<file path="src/rtl/xlf_pkg.sv">
// Shared types and constants for the translation front end.
// Assumes a 64-bit control register and 4 KiB base pages.
package xlf_pkg;
    typedef enum logic [1:0] {
        XM_BARE = 2'd0,
        XM_S32  = 2'd1,
        XM_S39  = 2'd2,
        XM_S48  = 2'd3
    } xmode_e;

    localparam logic [3:0] WIDE_BARE = 4'd0;
    localparam logic [3:0] WIDE_S39  = 4'd8;
    localparam logic [3:0] WIDE_S48  = 4'd9;

    localparam logic [5:0] CAUSE_IPF = 6'd12;
    localparam logic [5:0] CAUSE_LPF = 6'd13;
    localparam logic [5:0] CAUSE_SPF = 6'd15;

    localparam logic [1:0] PRIV_M = 2'd3;

    // Map access kind to page-fault cause code
    function automatic logic [5:0] cause_of(input logic [1:0] kind);
        case (kind)
            2'd0:    return CAUSE_IPF;
            2'd1:    return CAUSE_LPF;
            default: return CAUSE_SPF;
        endcase
    endfunction
endpackage

</file>
<file path="src/rtl/xlf_ctl_reg.sv">
// Control register with write legalization.
// Wide layout: a write whose mode nibble is unsupported is dropped.
// Narrow layout: the low word is kept, zero-extended.
module xlf_ctl_reg #(
    parameter int XW     = 64,
    parameter bit S48_EN = 1'b1
) (
    input  logic          clk,
    input  logic          rst_n,
    input  logic          narrow_sv,
    input  logic          we,
    input  logic [XW-1:0] wdata,
    output logic [XW-1:0] q
);
    import xlf_pkg::*;
    localparam int HALF = XW / 2;

    logic          legal;
    logic [XW-1:0] next_val;

    // Decide whether a wide-layout mode value is supported
    always_comb begin
        legal = (wdata[XW-1 -: 4] == WIDE_BARE) || (wdata[XW-1 -: 4] == WIDE_S39)
             || (S48_EN && (wdata[XW-1 -: 4] == WIDE_S48));
    end

    // Shape the value to be stored according to the layout
    always_comb begin
        if (narrow_sv) next_val = {{HALF{1'b0}}, wdata[HALF-1:0]};
        else           next_val = wdata;
    end

    // Register update with synchronous reset
    always_ff @(posedge clk) begin
        if (!rst_n)                         q <= '0;
        else if (we && (narrow_sv || legal)) q <= next_val;
    end
endmodule

</file>
<file path="src/rtl/xlf_mode_decode.sv">
// Derives scheme, identifier and root base from privilege and register.
// Assumes machine privilege never translates.
module xlf_mode_decode #(
    parameter int XW     = 64,
    parameter int PG     = 12,
    parameter int ID_W   = 16,
    parameter int PN_W   = 44,
    parameter bit S48_EN = 1'b1
) (
    input  logic              narrow_sv,
    input  logic [1:0]        priv,
    input  logic [XW-1:0]     ctl,
    output xlf_pkg::xmode_e   mode,
    output logic [ID_W-1:0]   asid,
    output logic [XW-1:0]     root
);
    import xlf_pkg::*;
    localparam int N_ID = 9;
    localparam int N_PN = 22;

    logic [PN_W-1:0] pn;

    // Select the scheme from layout, mode field and privilege
    always_comb begin
        mode = XM_BARE;
        if (priv != PRIV_M) begin
            if (narrow_sv) begin
                mode = ctl[31] ? XM_S32 : XM_BARE;
            end else begin
                case (ctl[XW-1 -: 4])
                    WIDE_S39: mode = XM_S39;
                    WIDE_S48: mode = S48_EN ? XM_S48 : XM_BARE;
                    default:  mode = XM_BARE;
                endcase
            end
        end
    end

    // Extract identifier and page number for the active layout
    always_comb begin
        if (narrow_sv) begin
            asid = {{(ID_W-N_ID){1'b0}}, ctl[30:22]};
            pn   = {{(PN_W-N_PN){1'b0}}, ctl[N_PN-1:0]};
        end else begin
            asid = ctl[PN_W+ID_W-1:PN_W];
            pn   = ctl[PN_W-1:0];
        end
    end

    // Root table base is the page number scaled to page size
    always_comb begin
        root = {{(XW-PN_W-PG){1'b0}}, pn, {PG{1'b0}}};
    end
endmodule

</file>
<file path="src/rtl/xlf_va_check.sv">
// Canonical-address check per scheme; one checker per supported width.
// Assumes the 32-bit scheme needs no canonical check.
module xlf_va_check #(
    parameter int XW     = 64,
    parameter bit S48_EN = 1'b1
) (
    input  xlf_pkg::xmode_e mode,
    input  logic [XW-1:0]   va,
    output logic            va_ok
);
    import xlf_pkg::*;
    localparam int NW = 2;
    localparam int WIDTHS [NW] = '{39, 48};

    logic [NW-1:0] canon;

    for (genvar g = 0; g < NW; g++) begin : g_w
        localparam int W = WIDTHS[g];
        if (g == 0 || S48_EN) begin : g_on
            // Upper bits must all copy the sign bit
            always_comb begin
                canon[g] = (va[XW-1:W-1] == {(XW-W+1){1'b0}})
                        || (va[XW-1:W-1] == {(XW-W+1){1'b1}});
            end
        end else begin : g_off
            // Width not built
            always_comb canon[g] = 1'b0;
        end
    end

    // Pick the check that belongs to the scheme
    always_comb begin
        case (mode)
            XM_S39:  va_ok = canon[0];
            XM_S48:  va_ok = canon[1];
            default: va_ok = 1'b1;
        endcase
    end
endmodule

</file>
<file path="src/rtl/xlate_front.sv">
// Top of the translation front end: bypass, walk request or fault per access.
// Assumes priv is already the effective privilege of the access.
module xlate_front #(
    parameter int XW     = 64,
    parameter int PG     = 12,
    parameter int ID_W   = 16,
    parameter int PN_W   = 44,
    parameter bit S48_EN = 1'b1
) (
    input  logic            clk,
    input  logic            rst_n,
    input  logic            narrow_sv,
    input  logic            csr_we,
    input  logic [XW-1:0]   csr_wdata,
    output logic [XW-1:0]   csr_q,
    input  logic            acc_valid,
    input  logic [1:0]      acc_type,
    input  logic [1:0]      priv,
    input  logic            mxr,
    input  logic            sum,
    input  logic [XW-1:0]   va,
    output logic            bypass,
    output logic [XW-1:0]   pa,
    output logic            xlate_req,
    output logic [1:0]      req_mode,
    output logic [XW-1:0]   req_va,
    output logic [ID_W-1:0] req_asid,
    output logic [XW-1:0]   req_root,
    output logic            req_mxr,
    output logic            req_sum,
    output logic            fault,
    output logic [5:0]      fault_cause
);
    import xlf_pkg::*;
    localparam int HALF = XW / 2;

    xmode_e mode;
    logic   va_ok;

    xlf_ctl_reg #(.XW(XW), .S48_EN(S48_EN)) u_reg (
        .clk(clk), .rst_n(rst_n), .narrow_sv(narrow_sv),
        .we(csr_we), .wdata(csr_wdata), .q(csr_q)
    );

    xlf_mode_decode #(.XW(XW), .PG(PG), .ID_W(ID_W), .PN_W(PN_W), .S48_EN(S48_EN)) u_dec (
        .narrow_sv(narrow_sv), .priv(priv), .ctl(csr_q),
        .mode(mode), .asid(req_asid), .root(req_root)
    );

    xlf_va_check #(.XW(XW), .S48_EN(S48_EN)) u_chk (
        .mode(mode), .va(va), .va_ok(va_ok)
    );

    // Classify the access into exactly one outcome
    always_comb begin
        bypass    = acc_valid && (mode == XM_BARE);
        xlate_req = acc_valid && (mode != XM_BARE) && va_ok;
        fault     = acc_valid && (mode != XM_BARE) && !va_ok;
    end

    // Drive the addresses, the request fields and the cause code
    always_comb begin
        pa          = va;
        req_mode    = mode;
        req_va      = (mode == XM_S32) ? {{HALF{1'b0}}, va[HALF-1:0]} : va;
        req_mxr     = mxr;
        req_sum     = sum;
        fault_cause = fault ? cause_of(acc_type) : 6'd0;
    end
endmodule

</file>
<file path="config.mk">
export PLATFORM = sky130hd
export DESIGN_NAME = xlate_front
export DESIGN_NICKNAME = d
export VERILOG_FILES = /design/src/rtl/xlf_pkg.sv /design/src/rtl/xlf_ctl_reg.sv /design/src/rtl/xlf_mode_decode.sv /design/src/rtl/xlf_va_check.sv /design/src/rtl/xlate_front.sv
export SDC_FILE = /design/constraint.sdc
export NUM_CORES = 1
export LEC_CHECK = 0
export CAP_MARGIN = 20
export CORE_AREA = 4 4 164 166
export CTS_BUF_LIST = sky130_fd_sc_hd__clkbuf_4
export DETAILED_ROUTE_END_ITERATION = 6
export DIE_AREA = 0 0 168 170
export PLACE_DENSITY = 0.59
export SYNTH_ARGS = -nofsm -noshare
export SYNTH_HDL_FRONTEND = slang
export SYNTH_SLANG_ARGS = --single-unit
</file>
<file path="constraint.sdc">
create_clock -name clk -period 4.1 [get_ports clk]
set_input_delay 0.82 -clock clk [delete_from_list [all_inputs] [get_ports clk]]
set_output_delay 0.82 -clock clk [all_outputs]
set_load 0.05 [all_outputs]
</file>
==> impl_summary.md, run 1 <==
Finish
The number of filler cells placed in the layout is roughly 2800. Registers take 0.00128 mm². The area growth from synthesis to layout is 59.8%. In the final layout, the registers with the most flip-flops are u_reg.q x64.

The post-route netlist has 10.3% of its cells at a drive strength greater than 1. The register with the most flip-flops in the layout has 64 of them. The final cell area excluding filler cells is 0.00695 mm².

The net count of the finished layout is 849. Ranked by flip-flop count, first place goes to u_reg.q. The final core area utilization is 27.1%. In the final layout, the multi-input gates occupy 0.00194 mm². The filler-free cell count of the finished design is 1052.

Clock tree
The worst-case clock buffer depth is 2. In this run, post-CTS hold repair placed 0 buffers. The clock net in this run drives a total of 64 sinks. CTS placed an instance of clkbuf_4 at the clock tree root. The TritonCTS clock tree is built. After clock tree synthesis, the clock-pin slew on the worst setup and hold paths is roughly 0.12 ns.

The clock reaches the later pin of the worst-skew pair after 0.42 ns. After clock tree synthesis, the repair step resized 0 gates. The total number of H-tree levels is 3. The number of setup buffers added after CTS is 0. The clock buffer count from CTS is 9.

Worst setup path
Along the worst path, the maximum fanout reaches 4. In this run the critical register-to-register path is captured at u_reg.q[31]. Measured in cells, the most critical reg-to-reg path has a length of 2. In this design, the largest share of critical-path delay is due to simple AND/OR/NAND/NOR gates. The setup check on the worst reg-to-reg path leaves a slack of 3.38 ns. The startpoint of the worst register-to-register path is u_reg.q[31].

The worst setup path is captured at an output pin. At the worst endpoint, the arrival time is 2.87 ns. The number of buffers and inverters on the critical path is 2.

The critical path goes through clkdlybuf4s50_1 > nor4_1 > nand4_1 > or3_4 > a22oi_4 > o221a_1 > buf_12. The cell with the largest stage delay on the worst path is clkdlybuf4s50_1. STA classifies the critical path startpoint as an input port. At the worst endpoint, the required time is roughly 3.3 ns. The class of the most critical setup path is input port to output pin. The stage delay of the slowest cell on the critical path is 0.47 ns.

Timing
Adding up every negative setup slack in the final design gives 0 ns. The setup skew after layout is 0 ns. The portion of the clock cycle consumed by the worst path in the final layout is 90.1%. At the pin with the least slew margin, the transition time is ~0.73 ns.

Final hold analysis gives a worst-case slack of 0.464 ns. Setup repair after global routing left no endpoint under its margin. The total count of hold-check failures in the final report is 0. The highest clock frequency the design can meet is 271 MHz. The final setup violation count is 0. The max-slew headroom at the worst pin is 51.3%. In the post-route analysis, the smallest setup slack over all paths is just over 0.4 ns.

The max-slew violation count is 0. For the finished layout, the period the worst path requires is 3.69 ns.

Global route
The global-route congestion overflow total is 0. The initial antenna violation count is 2. The first global-routing pass estimated 26.3 mm of wire. Global routing consumed, over all layers together, about an eighth of the routing resources.

The via count of the first global-routing pass came to 4166. The largest net degree at the start of global routing is 65.

Floorplanning
The initial utilization of the core area, before any placement, comes to between 10% and 20%. The floorplan step set the die height to 170 µm. The die covers 0.0286 mm². The site row count is between 50 and 60.

The floorplan step defined a core boundary enclosing roughly 0.026 mm². The width of the die is 168 µm. The total I/O pin count is 424.

Min path
The number of cells on the worst hold path is 2. The worst min-delay path endpoint is u_reg.q[54]. The hold path startpoint is u_reg.q[54].

The type of the most critical hold path is flop to flop.

Yosys
The mapped netlist covers ~0.0043 mm². The unique cell type count in the Yosys netlist is 35. Each instance of the synthesized netlist takes up on average 8.01 µm².

The number of warnings printed during yosys synthesis is 0. The number of instances in the synthesized netlist is 543. The flop and latch count out of synthesis is between 60 and 70. The portion of the post-synthesis area used by sequential elements is about 29%.

Drt
The detailed router finished its first iteration with 209 violations. The number of optimization iterations in the first detailed-route pass is 4. Once detail routing completed, the nets flagged for antenna violations numbered 0. The routed length per placed instance is approximately 17 µm. In the routed layout, each cell is associated on average with a via count of 3.86.

The total via count in the routed design is ~4000. For this run, design rule violations remaining after detail routing come to 0. After detailed routing, the total wire length is 18.1 mm.

Job
Max-cap violations in this run came to 0.

Power and ir drop
The peak ir drop on the vdd network is approximately 0.00015 V. The power density of the placed cells is 285 mW/mm². Summed over all cells, the static leakage comes to 2.51 nW. The post-route total power is 1.98 mW.

Placed design
Buffers placed on the I/O ports in this run total 301. Once placement completed, the tool counted placed cells totaling 1033. At the placement stage, the worst setup path has a slack of 0.395 ns. The routability congestion estimate is between 0.8 and 0.9.

The standard cell area after detailed placement is 0.00676 mm². The post-detailed-placement half-perimeter wirelength is 14.4 mm.

Outcome
The run finished with clean final reports.
==> worst max-delay path by stage <==
stage,to,cells past startpoint,from
final,xlate_req,7,va[47]
after global routing,xlate_req,7,va[47]
after CTS,xlate_req,7,va[47]
after detailed placement,xlate_req,7,va[47]
after global placement,xlate_req,7,va[47]
after floorplan,fault_cause[1],5,narrow_sv
==> cells in the final DEF (no fill, tap or decap), drive strengths merged, types with 3 or more instances in the layout <==
cell / Yosys / routed
and3: 3 / 3
nand3b: 29 / 29
nor4: 4 / 4
dfxtp: 64 / 64
a21boi: 64 / 64
nand4: 6 / 6
clkbuf: 16 / 9
nor3: 3 / 3
buf: 160 / 44
nand3: 4 / 4
conb: 1 / 22
clkinv: 0 / 4
nor2: 6 / 6
clkdlybuf4s50: 0 / 267
mux2: 9 / 9
nor2b: 61 / 61
nand2: 98 / 98
or3: 3 / 3
==> layout make-up <==
type / instances / share of cell area [%]
clock buffers: 9 / 0.973
diodes: 2 / 0.0720
inverters: 1 / 0.0540
clock inverters: 7 / 1.37
repair buffers: 311 / 45.1
flip-flops and latches: 64 / 18.4
multi-input cells: 323 / 27.9
well taps: 335 / 6.03
==> cell usage after synthesis, drive strengths merged <==
master / number / share of area, %
buf: 160 / 27
nand2: 98 / 8.5
a21boi: 64 / 11
dfxtp: 64 / 29
nor2b: 61 / 8.9
nand3b: 29 / 5.0
clkbuf: 16 / 1.4
mux2: 9 / 2.3
nand4: 6 / 0.86
nor2: 6 / 0.63
nand3: 4 / 0.75
nor4: 4 / 0.58
and3: 3 / 0.46
nor3: 3 / 0.35
or3: 3 / 0.55
a21oi: 2 / 0.23
nor3b: 2 / 0.35
a211oi: 1 / 0.17
a22oi: 1 / 0.49
conb: 1 / 0.086
inv: 1 / 0.086
nor4b: 1 / 0.35
o21a: 1 / 0.17
o21ai: 1 / 0.11
o221a: 1 / 0.26
or2: 1 / 0.14
==> worst register-to-register path, stage by stage (launching register included) <==
cell and delay (ns):
dfxtp_1 0.46, nand2_1 0.08, a21boi_1 0.13
==> cells by family (layout without fill, tap and decap cells) <==
| group | Yosys count | after routing | synth area share, % |
|---|---|---|---|
| muxes | 9 | 9 | 2.33 |
| buffers and inverters | 177 | 328 | 28.1 |
| other | 1 | 24 | 0.0862 |
| AOI/OAI and AO/OA | 71 | 71 | 12.6 |
| and+or+nand+nor | 221 | 221 | 27.4 |
| DFF | 64 | 64 | 29.5 |
==> metal layers <==
layer | up-vias | part of all wire, % | GRT usage [%]
met4 | 2 | 3.0 | 4.76
met3 | 39 | 10 | 5.41
met2 | 257 | 49 | 20.8
li1 | 1930 | - | -
met5 | - | 0.050 | 0
met1 | 1834 | 37 | 12.9
==> power breakdown <==
| part | leakage [nW] | internal (mW) | total (mW) | switching (mW) |
|---|---|---|---|---|
| Sequential | 0.522 | 0.649 | 0.673 | 0.0241 |
| Clock | 0.0879 | 0.248 | 0.518 | 0.269 |
| Combinational | 1.90 | 0.283 | 0.791 | 0.508 |
| Total | 2.51 | 1.18 | 1.98 | 0.801 |
(Power assumes the default switching activity.)
==> inputs of run 2 (changes only) <==
CTS_CLUSTER_SIZE = 10   (was default)
==> results of run 2 <==
The final DEF is identical to that of run 1; final timing and power are the same.
